<file path="src/rtl/lpir_pkg.sv">
package lpir_pkg;
    typedef enum logic [0:0] {TK_HALT, TK_RUN} tick_state_t;
    typedef enum logic [1:0] {TX_IDLE, TX_ARMED, TX_PULSE} tx_state_t;
    typedef enum logic [1:0] {RX_IDLE, RX_QUAL, RX_VALID} rx_state_t;
endpackage

</file>
<file path="src/rtl/lpir_tick_gen.sv">
module lpir_tick_gen
    import lpir_pkg::*;
#(
    parameter int DIV_W = 8
) (
    input  logic             clk,
    input  logic             rst_n,
    input  logic             div_we,
    input  logic [DIV_W-1:0] div_wdata,
    output logic [DIV_W-1:0] div_q,
    output logic             div_zero,
    output logic             tick_o
);
    tick_state_t      state, state_nx;
    logic [DIV_W-1:0] cnt;

    always_ff @(posedge clk or negedge rst_n) begin
        if (!rst_n) div_q <= '0;
        else if (div_we) div_q <= div_wdata;
    end

    assign div_zero = (div_q == '0);

    always_ff @(posedge clk or negedge rst_n) begin
        if (!rst_n) state <= TK_HALT;
        else state <= state_nx;
    end

    always_comb begin
        state_nx = state;
        unique case (state)
            TK_HALT: if (!div_zero) state_nx = TK_RUN;
            TK_RUN:  if (div_zero)  state_nx = TK_HALT;
            default: state_nx = TK_HALT;
        endcase
    end

    always_ff @(posedge clk or negedge rst_n) begin
        if (!rst_n) begin
            cnt    <= '0;
            tick_o <= 1'b0;
        end else if (state == TK_RUN && !div_zero) begin
            if (cnt == '0) begin
                tick_o <= 1'b1;
                cnt    <= div_q - 1'b1;
            end else begin
                tick_o <= 1'b0;
                cnt    <= cnt - 1'b1;
            end
        end else begin
            cnt    <= '0;
            tick_o <= 1'b0;
        end
    end

    assert_no_tick_when_zero_R4: assert property (@(posedge clk) disable iff (!rst_n)
        ($past(div_q) == '0) |-> !tick_o);

    assert_tick_single_cycle_R3: assert property (@(posedge clk) disable iff (!rst_n)
        (tick_o && $past(div_q) > 1) |=> !tick_o);
endmodule

</file>
<file path="src/rtl/lpir_tx_shaper.sv">
module lpir_tx_shaper
    import lpir_pkg::*;
#(
    parameter int TX_TICKS = 3
) (
    input  logic clk,
    input  logic rst_n,
    input  logic div_zero,
    input  logic tick_i,
    input  logic tx_mark_i,
    output logic ir_tx_o
);
    localparam int PC_W = (TX_TICKS > 1) ? $clog2(TX_TICKS) : 1;
    localparam logic [PC_W-1:0] LAST_TICK = PC_W'(TX_TICKS - 1);

    tx_state_t       state, state_nx;
    logic [PC_W-1:0] pcnt;

    always_ff @(posedge clk or negedge rst_n) begin
        if (!rst_n) state <= TX_IDLE;
        else state <= state_nx;
    end

    always_comb begin
        state_nx = state;
        unique case (state)
            TX_IDLE:  if (tx_mark_i && !div_zero) state_nx = TX_ARMED;
            TX_ARMED: begin
                if (div_zero)    state_nx = TX_IDLE;
                else if (tick_i) state_nx = TX_PULSE;
            end
            TX_PULSE: begin
                if (div_zero)                         state_nx = TX_IDLE;
                else if (tick_i && pcnt == LAST_TICK) state_nx = TX_IDLE;
            end
            default: state_nx = TX_IDLE;
        endcase
    end

    always_ff @(posedge clk or negedge rst_n) begin
        if (!rst_n) pcnt <= '0;
        else if (state != TX_PULSE) pcnt <= '0;
        else if (tick_i) pcnt <= pcnt + 1'b1;
    end

    always_comb begin
        ir_tx_o = (state == TX_PULSE);
    end

    assert_mark_starts_on_tick_R6: assert property (@(posedge clk) disable iff (!rst_n)
        $rose(ir_tx_o) |-> $past(tick_i));

    assert_mark_tick_bound_R7: assert property (@(posedge clk) disable iff (!rst_n)
        (state == TX_PULSE) |-> (pcnt <= LAST_TICK));

    assert_zero_div_drops_request_R8: assert property (@(posedge clk) disable iff (!rst_n)
        (state == TX_IDLE && div_zero) |=> (state == TX_IDLE));

    assert_strobe_ignored_busy_R9: assert property (@(posedge clk) disable iff (!rst_n)
        (state == TX_PULSE && !tick_i && !div_zero) |=> (state == TX_PULSE));
endmodule

</file>
<file path="src/rtl/lpir_rx_qual.sv">
module lpir_rx_qual
    import lpir_pkg::*;
#(
    parameter int DIV_W       = 8,
    parameter int SYNC_STAGES = 2
) (
    input  logic             clk,
    input  logic             rst_n,
    input  logic [DIV_W-1:0] div_q,
    input  logic             div_zero,
    input  logic             ir_rx_i,
    output logic             rx_valid_o
);
    rx_state_t        state, state_nx;
    logic [DIV_W-1:0] qcnt;
    logic [SYNC_STAGES-1:0] sync_ff;
    logic             rx_s;
    logic             qual_done;

    genvar g;
    generate
        for (g = 0; g < SYNC_STAGES; g++) begin : g_sync
            if (g == 0) begin : g_first
                always_ff @(posedge clk or negedge rst_n) begin
                    if (!rst_n) sync_ff[0] <= 1'b0;
                    else sync_ff[0] <= ir_rx_i;
                end
            end else begin : g_next
                always_ff @(posedge clk or negedge rst_n) begin
                    if (!rst_n) sync_ff[g] <= 1'b0;
                    else sync_ff[g] <= sync_ff[g-1];
                end
            end
        end
    endgenerate

    assign rx_s      = sync_ff[SYNC_STAGES-1];
    assign qual_done = (({1'b0, qcnt} + 1'b1) >= {1'b0, div_q});

    always_ff @(posedge clk or negedge rst_n) begin
        if (!rst_n) state <= RX_IDLE;
        else state <= state_nx;
    end

    always_comb begin
        state_nx = state;
        unique case (state)
            RX_IDLE: begin
                if (rx_s && !div_zero)
                    state_nx = (div_q == DIV_W'(1)) ? RX_VALID : RX_QUAL;
            end
            RX_QUAL: begin
                if (!rx_s || div_zero) state_nx = RX_IDLE;
                else if (qual_done)    state_nx = RX_VALID;
            end
            RX_VALID: if (!rx_s) state_nx = RX_IDLE;
            default: state_nx = RX_IDLE;
        endcase
    end

    always_ff @(posedge clk or negedge rst_n) begin
        if (!rst_n) qcnt <= '0;
        else if (state == RX_IDLE) qcnt <= DIV_W'(1);
        else if (state == RX_QUAL && rx_s) qcnt <= qcnt + 1'b1;
    end

    always_comb begin
        rx_valid_o = (state == RX_VALID);
    end

    assert_valid_needs_input_R10: assert property (@(posedge clk) disable iff (!rst_n)
        $rose(rx_valid_o) |-> $past(rx_s));

    assert_no_qual_when_zero_R11: assert property (@(posedge clk) disable iff (!rst_n)
        (state == RX_IDLE && div_zero) |=> (state == RX_IDLE));
endmodule

</file>
<file path="src/rtl/lpir_pulse_timer.sv">
module lpir_pulse_timer
    import lpir_pkg::*;
#(
    parameter int DIV_W       = 8,
    parameter int TX_TICKS    = 3,
    parameter int SYNC_STAGES = 2
) (
    input  logic             clk,
    input  logic             rst_n,
    input  logic             div_we,
    input  logic [DIV_W-1:0] div_wdata,
    output logic [DIV_W-1:0] div_rdata,
    input  logic             tx_mark_i,
    input  logic             ir_rx_i,
    output logic             ir_tx_o,
    output logic             rx_valid_o,
    output logic             tick_o
);
    logic [DIV_W-1:0] div_q;
    logic             div_zero;

    lpir_tick_gen #(.DIV_W(DIV_W)) u_tick (
        .clk       (clk),
        .rst_n     (rst_n),
        .div_we    (div_we),
        .div_wdata (div_wdata),
        .div_q     (div_q),
        .div_zero  (div_zero),
        .tick_o    (tick_o)
    );

    lpir_tx_shaper #(.TX_TICKS(TX_TICKS)) u_tx (
        .clk       (clk),
        .rst_n     (rst_n),
        .div_zero  (div_zero),
        .tick_i    (tick_o),
        .tx_mark_i (tx_mark_i),
        .ir_tx_o   (ir_tx_o)
    );

    lpir_rx_qual #(.DIV_W(DIV_W), .SYNC_STAGES(SYNC_STAGES)) u_rx (
        .clk        (clk),
        .rst_n      (rst_n),
        .div_q      (div_q),
        .div_zero   (div_zero),
        .ir_rx_i    (ir_rx_i),
        .rx_valid_o (rx_valid_o)
    );

    assign div_rdata = div_q;
endmodule

</file>
<file path="config.mk">
export PLATFORM = sky130hd
export DESIGN_NAME = lpir_pulse_timer
export DESIGN_NICKNAME = d
export VERILOG_FILES = /design/src/rtl/lpir_pkg.sv /design/src/rtl/lpir_tick_gen.sv /design/src/rtl/lpir_tx_shaper.sv /design/src/rtl/lpir_rx_qual.sv /design/src/rtl/lpir_pulse_timer.sv
export SDC_FILE = /design/constraint.sdc
export NUM_CORES = 1
export LEC_CHECK = 0
export BUFFER_PORTS_ARGS = -buffer_cell sky130_fd_sc_hd__buf_2
export CORE_AREA = 10 10 84 57
export CTS_CLUSTER_SIZE = 28
export DETAILED_ROUTE_END_ITERATION = 10
export DIE_AREA = 0 0 94 67
export MAX_ROUTING_LAYER = met4
export PLACE_DENSITY = 0.83
export SLEW_MARGIN = 0
export SYNTH_ARGS = -nofsm -noshare
export SYNTH_HDL_FRONTEND = slang
export SYNTH_SLANG_ARGS = --single-unit
</file>
<file path="constraint.sdc">
create_clock -name clk -period 5.7 [get_ports clk]
set_input_delay 0.285 -clock clk [delete_from_list [all_inputs] [get_ports clk]]
set_output_delay 0.285 -clock clk [all_outputs]
set_load 0.01 [all_outputs]
</file>
==> results.sh <==
export IMPL_cts_buffers=5
export IMPL_timing_rr_end="u_rx.state[1]$_DFFE_PN0P_"
export IMPL_setup_viol=0
export IMPL_syn_num_nets=224
export IMPL_first_global_vias=1571
export IMPL_multi_input_area_sq_um=1020
export IMPL_status="finished clean"
export IMPL_firstDrtPassIters=4
export IMPL_cp_arrival_ns=2.51
export IMPL_cp_cell_sequence="ha_1 > nand3_1 > xnor2_1 > ha_1 > a21o_1 > a211oi_1 > o21ai_0 > o311a_1"
export IMPL_crit_family="compound AO/OA/AOI/OAI gates"
export IMPL_finalHoldViolCount=0
export IMPL_peakVddDrop_v=0.000276
export IMPL_power_density_nw_per_um2=376
export IMPL_worst_ep_required_time_ns=5.88
export IMPL_vias=1528
export IMPL_switchingPower_uw=296
export IMPL_antenna_cells=0
export IMPL_drive_gt1_frac=0.186
export IMPL_cp_buffers_inverters=0
export IMPL_drv_slew=0
export IMPL_maxSlewHeadroom=0.500
export IMPL_postCtsResizedCells=0
export IMPL_drc_errors=0
export IMPL_fillCellCount=259
export IMPL_dieArea_sq_um=6300
export IMPL_fp_dieW_microns=94
export IMPL_io_buffers=23
export IMPL_clk_latency_ns=0.29
export IMPL_fin_nets=252
export IMPL_synthTopCellsByArea="dfrtp_1, ha_1, xnor2_1, o21ai_0, inv_1"
export IMPL_fin_crit_ns=2.33
export IMPL_dr_first_iter_drc_count=91
export IMPL_crit_type="reg -> reg"
export IMPL_path_clk_slew_ns=0.07
export IMPL_antenna_found_initial=0
export IMPL_yosysSeqAreaShare=0.439
export IMPL_synth_cell_type_count=43
export IMPL_fmax_ghz=0.429
export IMPL_grt_pass1_wl_mm=7.36
export IMPL_synth_top_flop_cell="dfrtp_1"
export IMPL_p_int_uw=528
export IMPL_cts_htree_levels=2
export IMPL_globalplace_congestion=0.889
export IMPL_slowest_stage="dfrtp_1"
export IMPL_switching_share=0.360
export IMPL_cp_common_cell="ha_1"
export IMPL_core_sq_um=3200
export IMPL_syn_inst=197
export IMPL_num_io_pins=24
export IMPL_ctsHoldBuffers=0
export IMPL_ys_seq_elements=34
export IMPL_dp_hpwl_mm=3.19
export IMPL_hp_class="in -> async"
export IMPL_cp_start_kind="flop"
export IMPL_grt_max_degree=35
export IMPL_rsz0062_at_grt="no"
export IMPL_crit_fanout=6
export IMPL_tns_ns=0
export IMPL_cts_root_buf="clkbuf_8"
export IMPL_final_cell_mix="dfrtp_1, buf_2, inv_1, nand2_1, o21ai_0"
export IMPL_cts_setup_buffers=0
export IMPL_start_util=0.605
export IMPL_cts_tree="built"
export IMPL_synth_top_area_frac=0.439
export IMPL_r2r_cells=8
export IMPL_cp_end_kind="flop"
export IMPL_die_h_microns=67
export IMPL_p_seq_frac=0.439
export IMPL_finalCritPeriodShare=0.409
export IMPL_syn2layout_area_growth_pct=13.1
export IMPL_final_core_util=0.685
export IMPL_ff_latch_area_sq_um=851
export IMPL_antenna_left=0
export IMPL_cts_sinks=34
export IMPL_power_leakage_uw=0.00105
export IMPL_syn_area_per_cell_sq_um=9.84
export IMPL_r2r_start="u_rx.qcnt[0]$_DFFE_PN0P_"
export IMPL_power_frac_comb=0.337
export IMPL_synth_edf_count=0
export IMPL_grt_use_total=0.152
export IMPL_tightest_slew_ns=0.749
export IMPL_layout_commonest_cell="dfrtp_1"
export IMPL_overflow=0
export IMPL_cap_violations=0
export IMPL_yosysWarnings=0
export IMPL_r2r_setup_slack_ns=3.37
export IMPL_skew_ns=0.00541
export IMPL_async_flop_share=1.00
export IMPL_wire_per_inst_microns=15.1
export IMPL_total_power_uw=824
export IMPL_drt_wl_total_mm=4.09
export IMPL_cts_path_max_buffers=2
export IMPL_cpPeakStageDelay_ns=0.41
export IMPL_p_clk_frac=0.224
export IMPL_synth_top_area_cell="dfrtp_1"
export IMPL_rows=16
export IMPL_synthesis_area_sq_um=1940
export IMPL_vias_per_cell=5.64
-- worst max-delay path by stage --
stage | startpoint | end | slack (ns) | depth (start not counted)
2_1_floorplan | u_rx.qcnt[0]$_DFFE_PN0P_ | u_rx.state[1]$_DFFE_PN0P_ | 3.59 | 8
3_3_place_gp | u_rx.qcnt[0]$_DFFE_PN0P_ | u_rx.state[1]$_DFFE_PN0P_ | 3.47 | 8
3_5_place_dp | u_rx.qcnt[0]$_DFFE_PN0P_ | u_rx.state[1]$_DFFE_PN0P_ | 3.39 | 8
4_1_cts | u_rx.qcnt[0]$_DFFE_PN0P_ | u_rx.state[1]$_DFFE_PN0P_ | 3.40 | 8
5_1_grt | u_rx.qcnt[0]$_DFFE_PN0P_ | u_rx.state[1]$_DFFE_PN0P_ | 3.25 | 8
6_report | u_rx.qcnt[0]$_DFFE_PN0P_ | u_rx.state[1]$_DFFE_PN0P_ | 3.37 | 8
-- layer usage --
metal | wire length, microns | GRT usage
met2 | 1640 | 0.206
met3 | 261 | 0.0403
met4 | 86 | 0.0887
met1 | 2100 | 0.199
met5 | 0 | -
-- cells in the mapped netlist (all sizes together), types with 2 or more instances --
master and number:
xor2 2, and2 2, nand3 5, a21o 2, a21oi 7, nor3 4, o31ai 6, dfrtp 34
a31oi 2, nor3b 2, nand2b 7, or4 2, xnor2 11, inv 17, nand2 18, nor4 4
o21ai 15, a211oi 7, a311oi 2, nand3b 2, nor2 14, ha 14, or3 2, a22o 4
-- power groups by stage --
| stage | combinational, uW | clock (uW) | sequential [uW] |
|---|---|---|---|
| after floorplan | 215 | 0 | 353 |
| after detailed placement | 279 | 0 | 365 |
| after global routing | 320 | 200 | 372 |
| after global placement | 268 | 0 | 362 |
| after CTS | 280 | 190 | 361 |
| final | 278 | 185 | 362 |
-- metrics by stage --
| stage | instances | hold slack (ns) | cell area (sq um) | setup slack [ns] |
|---|---|---|---|---|
| detailed placement | 263 | 0.340 | 2100 | 3.39 |
| global route | 271 | 0.0902 | 2190 | 3.25 |
| global placement | 263 | 0.339 | 2100 | 3.47 |
| CTS | 271 | 0.0799 | 2190 | 3.40 |
| finish | 271 | 0.0451 | 2190 | 3.37 |
| floorplan | 197 | -0.0106 | 1940 | 3.59 |
-- logic make-up (layout without fill, tap and decap cells) --
kind of cell             after synthesis  after routing  share of synthesized area
AO/OA/AOI/OAI                         49             49                      0.175
flip-flops                            34             34                      0.439
multiplexers                           2              2                     0.0110
XOR/XNOR                              13             13                     0.0587
buffers and inverters                 19             48                     0.0374
adder cells (fa/ha/maj)               14             14                     0.0903
AND/OR/NAND/NOR                       66             66                      0.188
-- sequential cells by signal, indices dropped and copies added (netlist names) --
register / count
u_tick.state: 1
u_tx.pcnt: 2
u_rx.rx_s: 1
u_rx.state: 2
u_tick.cnt: 8
u_tx.state: 2
u_tick.tick_o: 1
u_tick.div_q: 8
u_rx.sync_ff: 1
u_rx.qcnt: 8
-- layout make-up --
type                    count  share of cell area
clock buffers               7              0.0394
clock inverters             1             0.00228
inverters                  17              0.0291
multi-input cells         144               0.463
flip-flops and latches     34               0.388
well taps                  45              0.0257
repair buffers             23              0.0525
No activity file was read; power rests on OpenSTA's default activity.
